==> config.mk <==
export PLATFORM = sky130hd
export DESIGN_NAME = spindle_tracker
export DESIGN_NICKNAME = d
export VERILOG_FILES = /design/src/rtl/spindle_pkg.sv /design/src/rtl/spindle_cycle_counter.sv /design/src/rtl/spindle_cmd_decode.sv /design/src/rtl/spindle_drive_fsm.sv /design/src/rtl/spindle_tracker.sv
export SDC_FILE = /design/constraint.sdc
export NUM_CORES = 1
export LEC_CHECK = 0
export BUFFER_PORTS_ARGS = -buffer_cell sky130_fd_sc_hd__buf_4
export CORE_ASPECT_RATIO = 0.7
export CORE_MARGIN = 5
export CORE_UTILIZATION = 50
export DETAILED_ROUTE_END_ITERATION = 7
export GPL_ROUTABILITY_DRIVEN = 0
export PLACE_DENSITY = 0.71
export SYNTH_ARGS = -nofsm -noshare
export SYNTH_HDL_FRONTEND = slang
export SYNTH_HIERARCHICAL = 1
export SYNTH_SLANG_ARGS = --single-unit
==> constraint.sdc <==
create_clock -name clk -period 5.27 [get_ports clk]
set_input_delay 1.054 -clock clk [delete_from_list [all_inputs] [get_ports clk]]
set_output_delay 1.054 -clock clk [all_outputs]
set_load 0.03 [all_outputs]
==> src/rtl/spindle_pkg.sv <==
package spindle_pkg;
  typedef enum logic [1:0] {
    MS_STOPPED = 2'd0,
    MS_SPINUP  = 2'd1,
    MS_READY   = 2'd2,
    MS_SPINDN  = 2'd3
  } motor_state_t;
endpackage

==> src/rtl/spindle_cycle_counter.sv <==
module spindle_cycle_counter #(
  parameter int CNT_W = 32
) (
  input  logic             clk,
  input  logic             rst_n,
  output logic [CNT_W-1:0] now
);
  always_ff @(posedge clk) begin
    if (!rst_n) now <= '0;
    else        now <= now + 1'b1;
  end

  // counter advances by one every cycle, wrapping modulo 2^CNT_W
  assert_counter_steps_R10: assert property (@(posedge clk) disable iff (!rst_n)
    $past(rst_n) |-> now == CNT_W'($past(now) + 1'b1));
endmodule

==> src/rtl/spindle_cmd_decode.sv <==
module spindle_cmd_decode #(
  parameter int NUM_DRIVES = 4,
  localparam int SEL_W = (NUM_DRIVES > 1) ? $clog2(NUM_DRIVES) : 1
) (
  input  logic                  wr,
  input  logic [7:0]            data,
  output logic [NUM_DRIVES-1:0] hit,
  output logic                  motor_on
);
  logic [SEL_W-1:0] sel;
  assign sel      = data[SEL_W-1:0];
  assign motor_on = data[7];

  for (genvar d = 0; d < NUM_DRIVES; d++) begin : g_hit
    assign hit[d] = wr && (sel == SEL_W'(d));
  end

  // at most one drive addressed per write
  always_comb assert_one_drive_R2: assert ($onehot0(hit));
endmodule

==> src/rtl/spindle_drive_fsm.sv <==
module spindle_drive_fsm
  import spindle_pkg::*;
#(
  parameter int CNT_W = 32
) (
  input  logic             clk,
  input  logic             rst_n,
  input  logic [CNT_W-1:0] now,
  input  logic [CNT_W-1:0] settle,
  input  logic             cmd_hit,
  input  logic             cmd_on,
  output motor_state_t     state,
  output logic             ready,
  output logic [CNT_W-1:0] left
);
  motor_state_t     st_q, st_d;
  logic [CNT_W-1:0] stamp_q, stamp_d;
  logic [CNT_W-1:0] elapsed;
  logic             settled;

  assign elapsed = now - stamp_q;   // modulo 2^CNT_W
  assign settled = elapsed >= settle;

  always_comb begin
    st_d    = st_q;
    stamp_d = stamp_q;
    unique case (st_q)
      MS_STOPPED: if (cmd_hit && cmd_on) begin
        st_d    = MS_SPINUP;
        stamp_d = now;
      end
      MS_SPINUP: begin
        if (cmd_hit && !cmd_on) begin
          st_d    = MS_SPINDN;
          stamp_d = now;
        end else if (settled) begin
          st_d = MS_READY;
        end
      end
      MS_READY: if (cmd_hit && !cmd_on) begin
        st_d    = MS_SPINDN;
        stamp_d = now;
      end
      MS_SPINDN: begin
        if (cmd_hit && cmd_on)  st_d = MS_READY;
        else if (settled)       st_d = MS_STOPPED;
      end
      default: st_d = MS_STOPPED;
    endcase
  end

  always_ff @(posedge clk) begin
    if (!rst_n) begin
      st_q    <= MS_STOPPED;
      stamp_q <= '0;
    end else begin
      st_q    <= st_d;
      stamp_q <= stamp_d;
    end
  end

  assign state = st_q;
  assign ready = (st_q == MS_READY);
  assign left  = (st_q == MS_SPINUP && !settled) ? (settle - elapsed) : '0;

  assert_stop_never_ready_R3: assert property (@(posedge clk) disable iff (!rst_n)
    (st_q == MS_STOPPED) |=> (st_q != MS_READY));
  assert_spinup_needs_cmd_R3: assert property (@(posedge clk) disable iff (!rst_n)
    (st_q == MS_SPINUP && $past(st_q) == MS_STOPPED) |-> $past(cmd_hit && cmd_on));
  assert_ready_not_respun_R5: assert property (@(posedge clk) disable iff (!rst_n)
    (st_q == MS_READY) |=> (st_q != MS_SPINUP && st_q != MS_STOPPED));
  assert_stop_from_spindn_R7: assert property (@(posedge clk) disable iff (!rst_n)
    $rose(st_q == MS_STOPPED) |-> ($past(st_q) == MS_SPINDN));
  assert_ready_flag_R11: assert property (@(posedge clk) disable iff (!rst_n)
    (left != '0) |-> (!ready && st_q == MS_SPINUP));
endmodule

==> src/rtl/spindle_tracker.sv <==
module spindle_tracker
  import spindle_pkg::*;
#(
  parameter int NUM_DRIVES = 4,
  parameter int CNT_W      = 32
) (
  input  logic                        clk,
  input  logic                        rst_n,
  input  logic                        ctl_wr,
  input  logic [7:0]                  ctl_data,
  input  logic [CNT_W-1:0]            settle_cycles,
  output logic [2*NUM_DRIVES-1:0]     drv_state,
  output logic [NUM_DRIVES-1:0]       drv_ready,
  output logic [CNT_W*NUM_DRIVES-1:0] spinup_left
);
  logic [CNT_W-1:0]      now;
  logic [NUM_DRIVES-1:0] hit;
  logic                  motor_on;

  spindle_cycle_counter #(.CNT_W(CNT_W)) i_counter (
    .clk(clk), .rst_n(rst_n), .now(now)
  );

  spindle_cmd_decode #(.NUM_DRIVES(NUM_DRIVES)) i_decode (
    .wr(ctl_wr), .data(ctl_data), .hit(hit), .motor_on(motor_on)
  );

  for (genvar d = 0; d < NUM_DRIVES; d++) begin : g_drive
    motor_state_t st;
    spindle_drive_fsm #(.CNT_W(CNT_W)) i_fsm (
      .clk(clk), .rst_n(rst_n), .now(now), .settle(settle_cycles),
      .cmd_hit(hit[d]), .cmd_on(motor_on),
      .state(st), .ready(drv_ready[d]),
      .left(spinup_left[CNT_W*d +: CNT_W])
    );
    assign drv_state[2*d +: 2] = st;

    // an idle drive is only moved by its own timer or its own command
    assert_idle_untouched_R2: assert property (@(posedge clk) disable iff (!rst_n)
      (st == MS_READY && !hit[d]) |=> (st == MS_READY));
  end
endmodule

Yosys cells after proc, flatten, opt, wreduce, memory -nomap -nowiden
Index checks and enable logic that the tools add are counted.
{ "totals": {"out_inout_bits": 140, "in_bits": 43, "elab_cells": 143, "regBits": 168} }
{ "op_classes": {"n_reduce_logical": 42, "addsub": 9, "n_mux": 44, "n_eq_ne": 35, "n_lt_le_gt_ge": 4} }
{ "op_table": {"columns": ["operator", "n"], "rows": [
  ["two-way mux 32 bit", 12],
  ["case mux 32 bit (2 select lines)", 4],
  ["subtractor 32 bit", 8],
  [">= comparator 32 bit", 4],
  ["two-way mux 2 bit", 24],
  ["adder 32 x 1 -> 32 bit, second input constant", 1],
  ["case mux 2 bit (4 select lines)", 4],
  ["inequality test 3 x 1 -> 1 bit, second input constant", 8],
  ["equality test 2 bit, second input constant", 10],
  ["logical AND 1 bit", 16],
  ["inequality test 2 x 1 -> 1 bit, second input constant", 8],
  ["AND reduction 4 bit", 4],
  ["AND reduction 3 bit", 4],
  ["equality test 2 x 1 -> 1 bit, second input constant", 5],
  ["zero test 2 bit", 5],
  ["inequality test 2 bit, second input constant", 4],
  ["nonzero test 2 bit", 4],
  ["OR reduction 2 bit", 4],
  ["zero test 1 bit", 5]
]} }

Logic depth before layout (Yosys ltp)
Gate-level depths: netlist (run 1).
{ "depth": {"depth_word": 5, "depth_mapped": 24, "mapped_depth_nobuf": 23} }

Modules after synthesis
The synthesis (run 1) kept the hierarchy.
{ "modules_own_cells": {"columns": ["mod", "n_inst", "seq_area_each_um2", "cells_per_inst", "area_each_um2"], "rows": [
  ["spindle_drive_fsm at g_drive[3].i_fsm", 1, 680.7, 704, 5152.4],
  ["spindle_drive_fsm at g_drive[0].i_fsm", 1, 680.7, 682, 5048.6],
  ["spindle_drive_fsm at g_drive[1].i_fsm", 1, 680.7, 637, 4779.6],
  ["spindle_drive_fsm at g_drive[2].i_fsm", 1, 680.7, 643, 4758.3],
  ["spindle_cycle_counter", 1, 640.6, 168, 1466.4],
  ["spindle_cmd_decode", 1, 0.0, 5, 45.0]
]} }

Least setup slack after synthesis (run 1)
Ideal clock, no wire load.
{ "synth_path": {"kind": "flip-flop to output port", "startpoint": "register i_counter.now[0]", "endpoint": "output spinup_left[85]", "path_buffers": 2, "setup_slack_ns": -0.702, "t_arrival_ns": 4.918, "t_required_ns": 4.216, "stages_incl_launch_ff": 22, "cell_sequence": "dfxtp_1 inv_1 ha_1 inv_1 fa_1 a211oi_1 o21ai_1 a31oi_1 a311oi_1 o2111a_1 nor2_1 a31oi_1 o21bai_1 ha_1 clkbuf_1 nand4_1 nor2_1 nand3_1 o31ai_2 nand3_1 clkbuf_1 nor3b_1"} }
{ "synth_between": {"elab_chain_len": 5, "word_cells_on_any_way": 6, "cone_classes": "2 x add/sub; 1 x order compare; 1 x mux; 2 x reduce/logical"} }
{ "synth_lines": {"columns": ["element", "line", "rtl"], "rows": [
  ["start, declared", "spindle_cycle_counter.sv:6", "output logic [CNT_W-1:0] now"],
  ["start signal, assigned", "spindle_cycle_counter.sv:10", "else now <= now + 1'b1;"],
  ["subtractor 32 bit *", "spindle_drive_fsm.sv:21", "assign elapsed = now - stamp_q;"],
  [">= comparator 32 bit", "spindle_drive_fsm.sv:22", "assign settled = elapsed >= settle;"],
  ["zero test 1 bit", "spindle_drive_fsm.sv:64", "assign left = (st_q == MS_SPINUP && !settled) ? (settle - elapsed) : '0;"],
  ["logical AND 1 bit", "spindle_drive_fsm.sv:64", null],
  ["two-way mux 32 bit *", "spindle_drive_fsm.sv:64", null],
  ["end, declared", "spindle_tracker.sv:14", "output logic [CNT_W*NUM_DRIVES-1:0] spinup_left"]
]} }
Every way passes the cells marked *; elsewhere a longest branch is shown, timed or not.

Worst setup path after layout (run 1)
{ "layout_path": {"startpoint": "register i_counter.now[8]", "endpoint": "output spinup_left[35]"} }
{ "layout_between": {"elab_chain_len": 5} }
{ "layout_lines": {"columns": ["element", "line"], "rows": [
  ["subtractor 32 bit", "spindle_drive_fsm.sv:21"],
  [">= comparator 32 bit", "spindle_drive_fsm.sv:22"],
  ["zero test 1 bit", "spindle_drive_fsm.sv:64"],
  ["logical AND 1 bit", "spindle_drive_fsm.sv:64"],
  ["two-way mux 32 bit", "spindle_drive_fsm.sv:64"]
]} }
Every way passes these cells.

==> impl_metrics.env, run 1 <==
export IMPL_status="finished with violations"
export IMPL_violations="DRC, setup timing"
export IMPL_grt_pass1_wl_mm=132
export IMPL_clk_latency_ns=0.46
export IMPL_synth_area_sq_um=21300
export IMPL_synth_ff_type="dfxtp_1"
export IMPL_route_detailed_drc=25
export IMPL_vias=26600
export IMPL_utilization=0.765
export IMPL_seq_area_frac_synth=0.158
export IMPL_overflow=0
export IMPL_cts_tree="built"
export IMPL_skew_ns=0.0124
export IMPL_fin_crit_sh=1.24
export IMPL_async_flop_share=0
export IMPL_firstDrtPassIters=8
export IMPL_rows=63
export IMPL_peakVddDrop_mv=0.243
export IMPL_core_area_sq_um=42200
export IMPL_worst_ep_arrival_time_ns=5.47
export IMPL_cts_max_path_buffers=2
export IMPL_synth_distinct_cells=105
export IMPL_hold_viol=0
export IMPL_tightest_slew_ns=1.17
export IMPL_rr_endpoint="g_drive[1].i_fsm/state[1]$_SDFFE_PN0P_"
export IMPL_min_from="g_drive[0].i_fsm/stamp_q[13]$_SDFFE_PN0P_"
export IMPL_timing_setup_tns_ns=-142.65
export IMPL_synth_seq_cells=168
export IMPL_final_cell_mix="871 x buf_4, 276 x nor2_1, 255 x ha_1, 226 x a21oi_1, 214 x inv_1"
export IMPL_dieArea_sq_um=46800
export IMPL_cpMaxStageDelayCell="a21oi_2"
export IMPL_startpoint_type="flop"
export IMPL_drtAntennaViolNets=0
export IMPL_critPathKind="flop to primary output"
export IMPL_drive_above_1_share=0.373
export IMPL_finalMaxSlewViolations=0
export IMPL_avgViaCountPerCell=6.13
export IMPL_fmax_mhz=153
export IMPL_cts_made_buffers=17
export IMPL_totalWireLength_mm=91.3
export IMPL_maxSlewHeadroom=0.213
export IMPL_syn_num_nets=3163
export IMPL_end_kind="primary output"
export IMPL_cts_max_level=4
export IMPL_io_pins=183
export IMPL_period_minus_slack_ns=6.52
export IMPL_clk_pin_slew_ns=0.07
export IMPL_n_antenna_cell=0
export IMPL_avgSynthCellArea_sq_um=7.49
export IMPL_slowest_delay_ns=0.40
export IMPL_holdPathStages=2
export IMPL_p_per_area_nw_per_um2=271
export IMPL_hold_class="flop to flop"
export IMPL_ys_warn_count=6
export IMPL_cts_root_buffer="clkbuf_16"
export IMPL_antenna_found_initial=1
export IMPL_layout_commonest_cell="buf_4"
export IMPL_worst_r2r_cell_count=25
export IMPL_track_usage=0.351
export IMPL_layout_setup_ws_ns=-1.25
export IMPL_start_util=0.504
export IMPL_die_x_um=256
export IMPL_worst_path_max_fanout=8
export IMPL_finalNetCount=4103
export IMPL_drt_iter0_markers=3176
export IMPL_clock_sinks=168
export IMPL_rsz0062_at_grt="yes"
export IMPL_synth_edf_count=0
export IMPL_cp_data_required_time_ns=4.22
export IMPL_dpl_hpwl_mm=66.7
export IMPL_grt_pass1_vias=25000
export IMPL_synth_cells=2839
export IMPL_drv_cap=0
export IMPL_crit_path_frequent_cell="buf_4"
export IMPL_whs_endpoint="g_drive[0].i_fsm/stamp_q[13]$_SDFFE_PN0P_"
export IMPL_regToRegSetupSlack_ns=0.20
export IMPL_power_leakage_nw=15.2
export IMPL_die_y_um=182
export IMPL_setup_viol=128
export IMPL_numPortBuffers=177
export IMPL_reg2reg_from="i_counter/now[8]$_SDFF_PN0_"
export IMPL_area_growth_pct=51.8
export IMPL_grt_max_degree=35
export IMPL_routedWlPerCell_um=21.0
-- per-stage QoR --
| stage | instances | instance area (sq um) | total power [mW] | setup WS (ns) | hold slack, ns |
|---|---|---|---|---|---|
| floorplan | 2839 | 21900 | 4.36 | -0.178 | 0.450 |
| global placement | 4246 | 29300 | 6.31 | -0.571 | 0.471 |
| detailed placement | 4246 | 29300 | 6.46 | -0.688 | 0.484 |
| CTS | 4319 | 31400 | 8.25 | -1.03 | 0.501 |
| global route | 4344 | 32200 | 9.08 | -1.37 | 0.529 |
| finish | 4344 | 32200 | 8.75 | -1.25 | 0.496 |
-- cell families after synthesis --
kind of cell	Yosys count	share of synthesized area
AOI/OAI and AO/OA	804	0.254
buffers and inverters	302	0.0568
xor gates and xnor gates	209	0.0861
muxes	142	0.0671
and+or+nand+nor	933	0.209
adders and majority gates	281	0.168
DFF	168	0.158
-- synth_stat cells, types with 31 or more instances --
| cell type | count | area [sq um] |
|---|---|---|
| nand4_1 | 35 | 219 |
| dfxtp_1 | 168 | 3360 |
| nand2_1 | 184 | 691 |
| nand3_1 | 57 | 285 |
| xor2_1 | 112 | 981 |
| inv_1 | 220 | 826 |
| clkbuf_1 | 31 | 116 |
| a21oi_1 | 252 | 1260 |
| o21bai_1 | 38 | 285 |
| nor2_1 | 387 | 1450 |
| nor3_1 | 52 | 260 |
| and3_1 | 31 | 194 |
| nand2b_1 | 37 | 231 |
| xnor2_1 | 97 | 850 |
| a21o_1 | 101 | 758 |
| nor2b_1 | 32 | 200 |
| ha_1 | 273 | 3420 |
| o21ai_0 | 117 | 586 |
| o21ai_1 | 35 | 175 |
| a31oi_1 | 32 | 200 |
| mux2i_1 | 138 | 1380 |
-- state kept, by name, indices dropped and copies added, names as in the netlist --
signal,cells
g_drive.i_fsm/state,8
i_counter/now,32
g_drive.i_fsm/stamp_q,128
-- critical path, delay by kind of cell, from the launching register on --
| family | cells | cell delay, ns |
|---|---|---|
| AOI/OAI and AO/OA | 8 | 1.88 |
| and+or+nand+nor | 5 | 0.60 |
| buffers and inverters | 10 | 1.42 |
| adders and majority gates | 2 | 0.55 |
| DFF | 1 | 0.38 |
| xor gates and xnor gates | 1 | 0.16 |
-- power breakdown --
part | internal [mW] | switching, mW | leakage, nW
Sequential | 1.29 | 0.0468 | 1.36
Clock | 0.751 | 0.580 | 0.286
Combinational | 2.67 | 3.41 | 13.6
Total | 4.71 | 4.04 | 15.2
-- how the worst max path moves through the flow --
stage               cells past startpoint  slack, ns               end                         from
floorplan                              18      -0.18  spinup_left[108]  i_counter/now[7]$_SDFF_PN0_
global placement                       23      -0.57   spinup_left[47]  i_counter/now[0]$_SDFF_PN0_
detailed placement                     24      -0.69   spinup_left[47]  i_counter/now[0]$_SDFF_PN0_
CTS                                    25      -1.03   spinup_left[56]  i_counter/now[0]$_SDFF_PN0_
global route                           24      -1.37  spinup_left[126]  i_counter/now[0]$_SDFF_PN0_
finish                                 26      -1.25   spinup_left[35]  i_counter/now[8]$_SDFF_PN0_
-- routing by layer --
metal,global-route usage,wire length (um),vias to the layer above
li1,-,-,12100
met1,0.456,35700,12500
met2,0.564,39200,1696
met3,0.0828,11500,413
met4,0.141,4940,2
met5,0,16,-
-- what timing repair did --
action,4_1_cts,5_1_grt
pin swaps,94,131
hold buffers,0,0
gates resized for setup,240,149
gates cloned,5,4
setup endpoints to repair,128,132
buffers inserted,36,29
-- final cells by class --
class	count	area [sq um]
multi-input cells	2369	18600
fillers	2631	9920
repair buffers	997	8160
flip-flops and latches	168	3390
inverters	226	853
well taps	552	691
clock buffers	19	433
clock inverters	13	169
(Power assumes the default switching activity.)
==> run 2, diff against run 1 <==
--- a/config.mk
+++ b/config.mk
@@ -5,6 +5,7 @@
 export SDC_FILE = /design/constraint.sdc
 export NUM_CORES = 1
 export LEC_CHECK = 0
+export ABC_AREA = 1
 export BUFFER_PORTS_ARGS = -buffer_cell sky130_fd_sc_hd__buf_4
 export CORE_ASPECT_RATIO = 0.7
 export CORE_MARGIN = 5
==> run 2 against run 1 <==
Compared with the run above:
- the flow finishes with violations (setup timing)
- via count decreased by 3.4%
- non-clock buffer count decreased by 614
- register-to-register slack improved by 1.1 ns
- core utilization decreased by 12 points
- synthesized cell count increased by 28%
- critical path depth decreased by 6
- power increased by 86%
- sequential share of layout area increased by 1.5 points
- final area decreased by 12%
- area after synthesis increased by 5.3%
- critical endpoint is now spinup_left[107]
- cell count increased by 5.8%
- hold slack got worse by 0.038 ns
==> impl_metrics.env, run 2 <==
export IMPL_status="finished with violations"
export IMPL_violations="setup timing"
export IMPL_layout_setup_ws_ns=-0.0583
export IMPL_clk_latency_ns=0.45
export IMPL_hold_buffers=0
export IMPL_drive_above_1_share=0.226
export IMPL_cts_max_path_buffers=2
export IMPL_synth_seq_cells=168
export IMPL_synth_area_sq_um=22400
export IMPL_overflow=0
export IMPL_synth_edf_count=0
export IMPL_slowest_delay_ns=0.42
export IMPL_cts_made_buffers=17
export IMPL_utilization=0.646
export IMPL_route_detailed_drc=0
export IMPL_power_frac_seq=0.102
export IMPL_power_leakage_nw=14.1
export IMPL_critPathKind="flop to primary output"
export IMPL_fin_crit_sh=1.01
export IMPL_gr_usage_met2=0.455
export IMPL_grt_pass1_vias=22300
export IMPL_grt_pass1_wl_mm=123
export IMPL_dpl_hpwl_mm=62.8
export IMPL_grt_max_degree=70
export IMPL_synth_top_cell_area_share=0.153
export IMPL_nFillCells=4011
export IMPL_crit_buf_inv=6
export IMPL_avgSynthCellArea_sq_um=6.15
export IMPL_drv_cap=0
export IMPL_power_internal_mw=7.15
export IMPL_startpoint_type="flop"
export IMPL_totalWireLength_mm=83.6
export IMPL_antenna_found_initial=0
export IMPL_largest_register="g_drive.i_fsm/stamp_q"
export IMPL_routedWlPerCell_um=18.2
export IMPL_p_sw_frac=0.559
export IMPL_cts_root_buffer="clkbuf_16"
export IMPL_largest_register_ffs=128
export IMPL_worst_ep_arrival_time_ns=4.27
export IMPL_end_kind="primary output"
export IMPL_io_pins=183
export IMPL_synth_distinct_cells=55
export IMPL_crit_family="simple AND/OR/NAND/NOR gates"
export IMPL_cts_tree="built"
export IMPL_crit_path_frequent_cell="buf_4"
export IMPL_drt_iter0_markers=3013
export IMPL_async_flop_share=0
export IMPL_avgViaCountPerCell=5.60
export IMPL_firstDrtPassIters=8
export IMPL_synth_ff_type="dfxtp_1"
export IMPL_timing_setup_tns_ns=-0.441
export IMPL_synth_common_cells="749 x nand2_1, 512 x inv_1, 448 x a21oi_1"
export IMPL_clock_sinks=168
export IMPL_ys_top_cells_by_area="ha_1 15%, dfxtp_1 15%, nand2_1 13%, a21oi_1 10%, inv_1 8.6%"
export IMPL_final_cell_mix="679 x nand2_1, 504 x inv_1, 394 x nor2_1, 370 x a21oi_1, 336 x buf_4"
export IMPL_synth_area_leader_cell="ha_1"
export IMPL_pwr_share_clk=0.078
export IMPL_area_growth_pct=26.8
export IMPL_layout_commonest_cell="nand2_1"
export IMPL_dieArea_sq_um=49200
export IMPL_track_usage=0.308
export IMPL_hold_class="flop to flop"
export IMPL_clk_pin_slew_ns=0.06
export IMPL_hold_viol=0
export IMPL_finalNetCount=4310
export IMPL_cts_max_level=4
export IMPL_holdWs_ns=0.458
export IMPL_die_x_um=263
export IMPL_start_util=0.509
export IMPL_busiest_layer="met2"
export IMPL_skew_ns=0.0143
export IMPL_tightest_slew_ns=0.785
export IMPL_rows=64
export IMPL_setup_viol=21
export IMPL_synth_most_common_cell="nand2_1"
export IMPL_ys_warn_count=6
export IMPL_regToRegSetupSlack_ns=1.27
export IMPL_cp_data_required_time_ns=4.22
export IMPL_fin_cells=4595
export IMPL_finalMaxSlewViolations=0
export IMPL_syn_num_nets=3962
export IMPL_p_per_area_nw_per_um2=572
export IMPL_dp_cells=4479
export IMPL_peakVddDrop_mv=0.416
export IMPL_maxSlewHeadroom=0.474
export IMPL_die_y_um=187
export IMPL_total_power_mw=16.2
export IMPL_fmax_mhz=188
export IMPL_grtUsageMet1=0.436
export IMPL_pwr_share_comb=0.820
export IMPL_switching_power_mw=9.08
export IMPL_worst_path_max_fanout=10
export IMPL_worstPathCellList="buf_4, ha_2, nand2_1, nor2_1, inv_1, nor4_2, nand3_1, nand2_1, xor2_1, ha_1, nand2_2, nor2_4, nor3b_4, buf_4, nand4_1, buf_6, nand3_4, clkbuf_16, nor2_1, buf_4"
export IMPL_grtUsageMet3=0.0901
export IMPL_core_area_sq_um=44000
export IMPL_vias=25700
export IMPL_seq_area_frac_synth=0.150
export IMPL_period_minus_slack_ns=5.33
export IMPL_numPortBuffers=177
export IMPL_rsz0062_at_grt="yes"
export IMPL_drtAntennaViolNets=0
export IMPL_synth_cells=3638
export IMPL_cpMaxStageDelayCell="ha_2"
==> run 2: changes by cell type in the layout (fill, tap and decap cells not counted), moves of 48 or more <==
cell	before	now
a21oi_2	33	81
o21ai_0	106	218
inv_1	214	504
buf_4	871	336
a21o_1	101	28
nand2_1	174	679
a21oi_1	226	370
nor2_1	276	394
mux2i_1	136	0
buf_6	107	32
nand3_1	51	103
nand2_2	9	90
nor2_4	78	23
==> run 2: repair_timing <==
item                       4_1_cts  5_1_grt
pin swaps                       42      110
buffers inserted                24       49
gates cloned                     3        6
gates resized for setup        124      411
setup endpoints to repair      128      128
==> run 2: path summary, 6_finish.rpt <==
kind | depth (start not counted) | from | end
min reg2reg | 2 | g_drive[1].i_fsm/stamp_q[26]$_SDFFE_PN0P_ | g_drive[1].i_fsm/stamp_q[26]$_SDFFE_PN0P_
min | 2 | g_drive[1].i_fsm/stamp_q[26]$_SDFFE_PN0P_ | g_drive[1].i_fsm/stamp_q[26]$_SDFFE_PN0P_
max reg2reg | 29 | i_counter/now[0]$_SDFF_PN0_ | g_drive[3].i_fsm/state[0]$_SDFFE_PN0P_
max | 20 | i_counter/now[25]$_SDFF_PN0_ | spinup_left[107]
==> run 2: cell families after synthesis <==
logic type               Yosys count  share of synthesized area
adder cells (fa/ha/maj)          281                      0.160
AND/OR/NAND/NOR                 1511                      0.287
flip-flops                       168                      0.150
AO/OA/AOI/OAI                    911                      0.228
buffers and inverters            578                      0.101
XOR/XNOR                         189                     0.0739
==> run 2: power by group through the flow <==
stage	clock (mW)	combinational (mW)	sequential [mW]
finish	1.26	13.3	1.66
global route	1.33	14.6	1.69
CTS	1.28	11.8	1.66
detailed placement	0	11.4	1.69
global placement	0	11.3	1.68
floorplan	0	8.57	1.72
==> run 2: cell type report <==
class | count | area [sq um] | area share
diodes | 2 | 5.00 | 0.000176
clock buffers | 19 | 443 | 0.0156
clock inverters | 13 | 134 | 0.00472
inverters | 521 | 1990 | 0.0701
multi-input cells | 2892 | 18500 | 0.652
flip-flops and latches | 168 | 3400 | 0.120
well taps | 594 | 743 | 0.0262
repair buffers | 383 | 3140 | 0.111
repair inverters | 3 | 17.5 | 0.000617
==> run 2: metrics by stage <==
step           cell area, sq um  setup WS (ns)
6_report                  28400        -0.0583
5_1_grt                   28400         -0.261
4_1_cts                   26400       -0.00467
3_5_place_dp              25200        0.00454
3_3_place_gp              25200      0.0000973
2_1_floorplan             22400          0.504
==> run 2: worst min-delay path: cells and delay by family (launching register included) <==
| kind | cells | cell delay, ns |
|---|---|---|
| AOI/OAI and AO/OA | 1 | 0.05 |
| buffers and inverters | 1 | 0.06 |
| DFF | 1 | 0.30 |
==> run 2: routing by layer <==
metal | up-vias | part of all wire | wire length (um)
li1 | 12800 | - | -
met1 | 11600 | 0.44 | 36500
met2 | 1191 | 0.41 | 34300
met3 | 163 | 0.12 | 9810
met4 | 2 | 0.034 | 2840
met5 | - | 0.0013 | 107
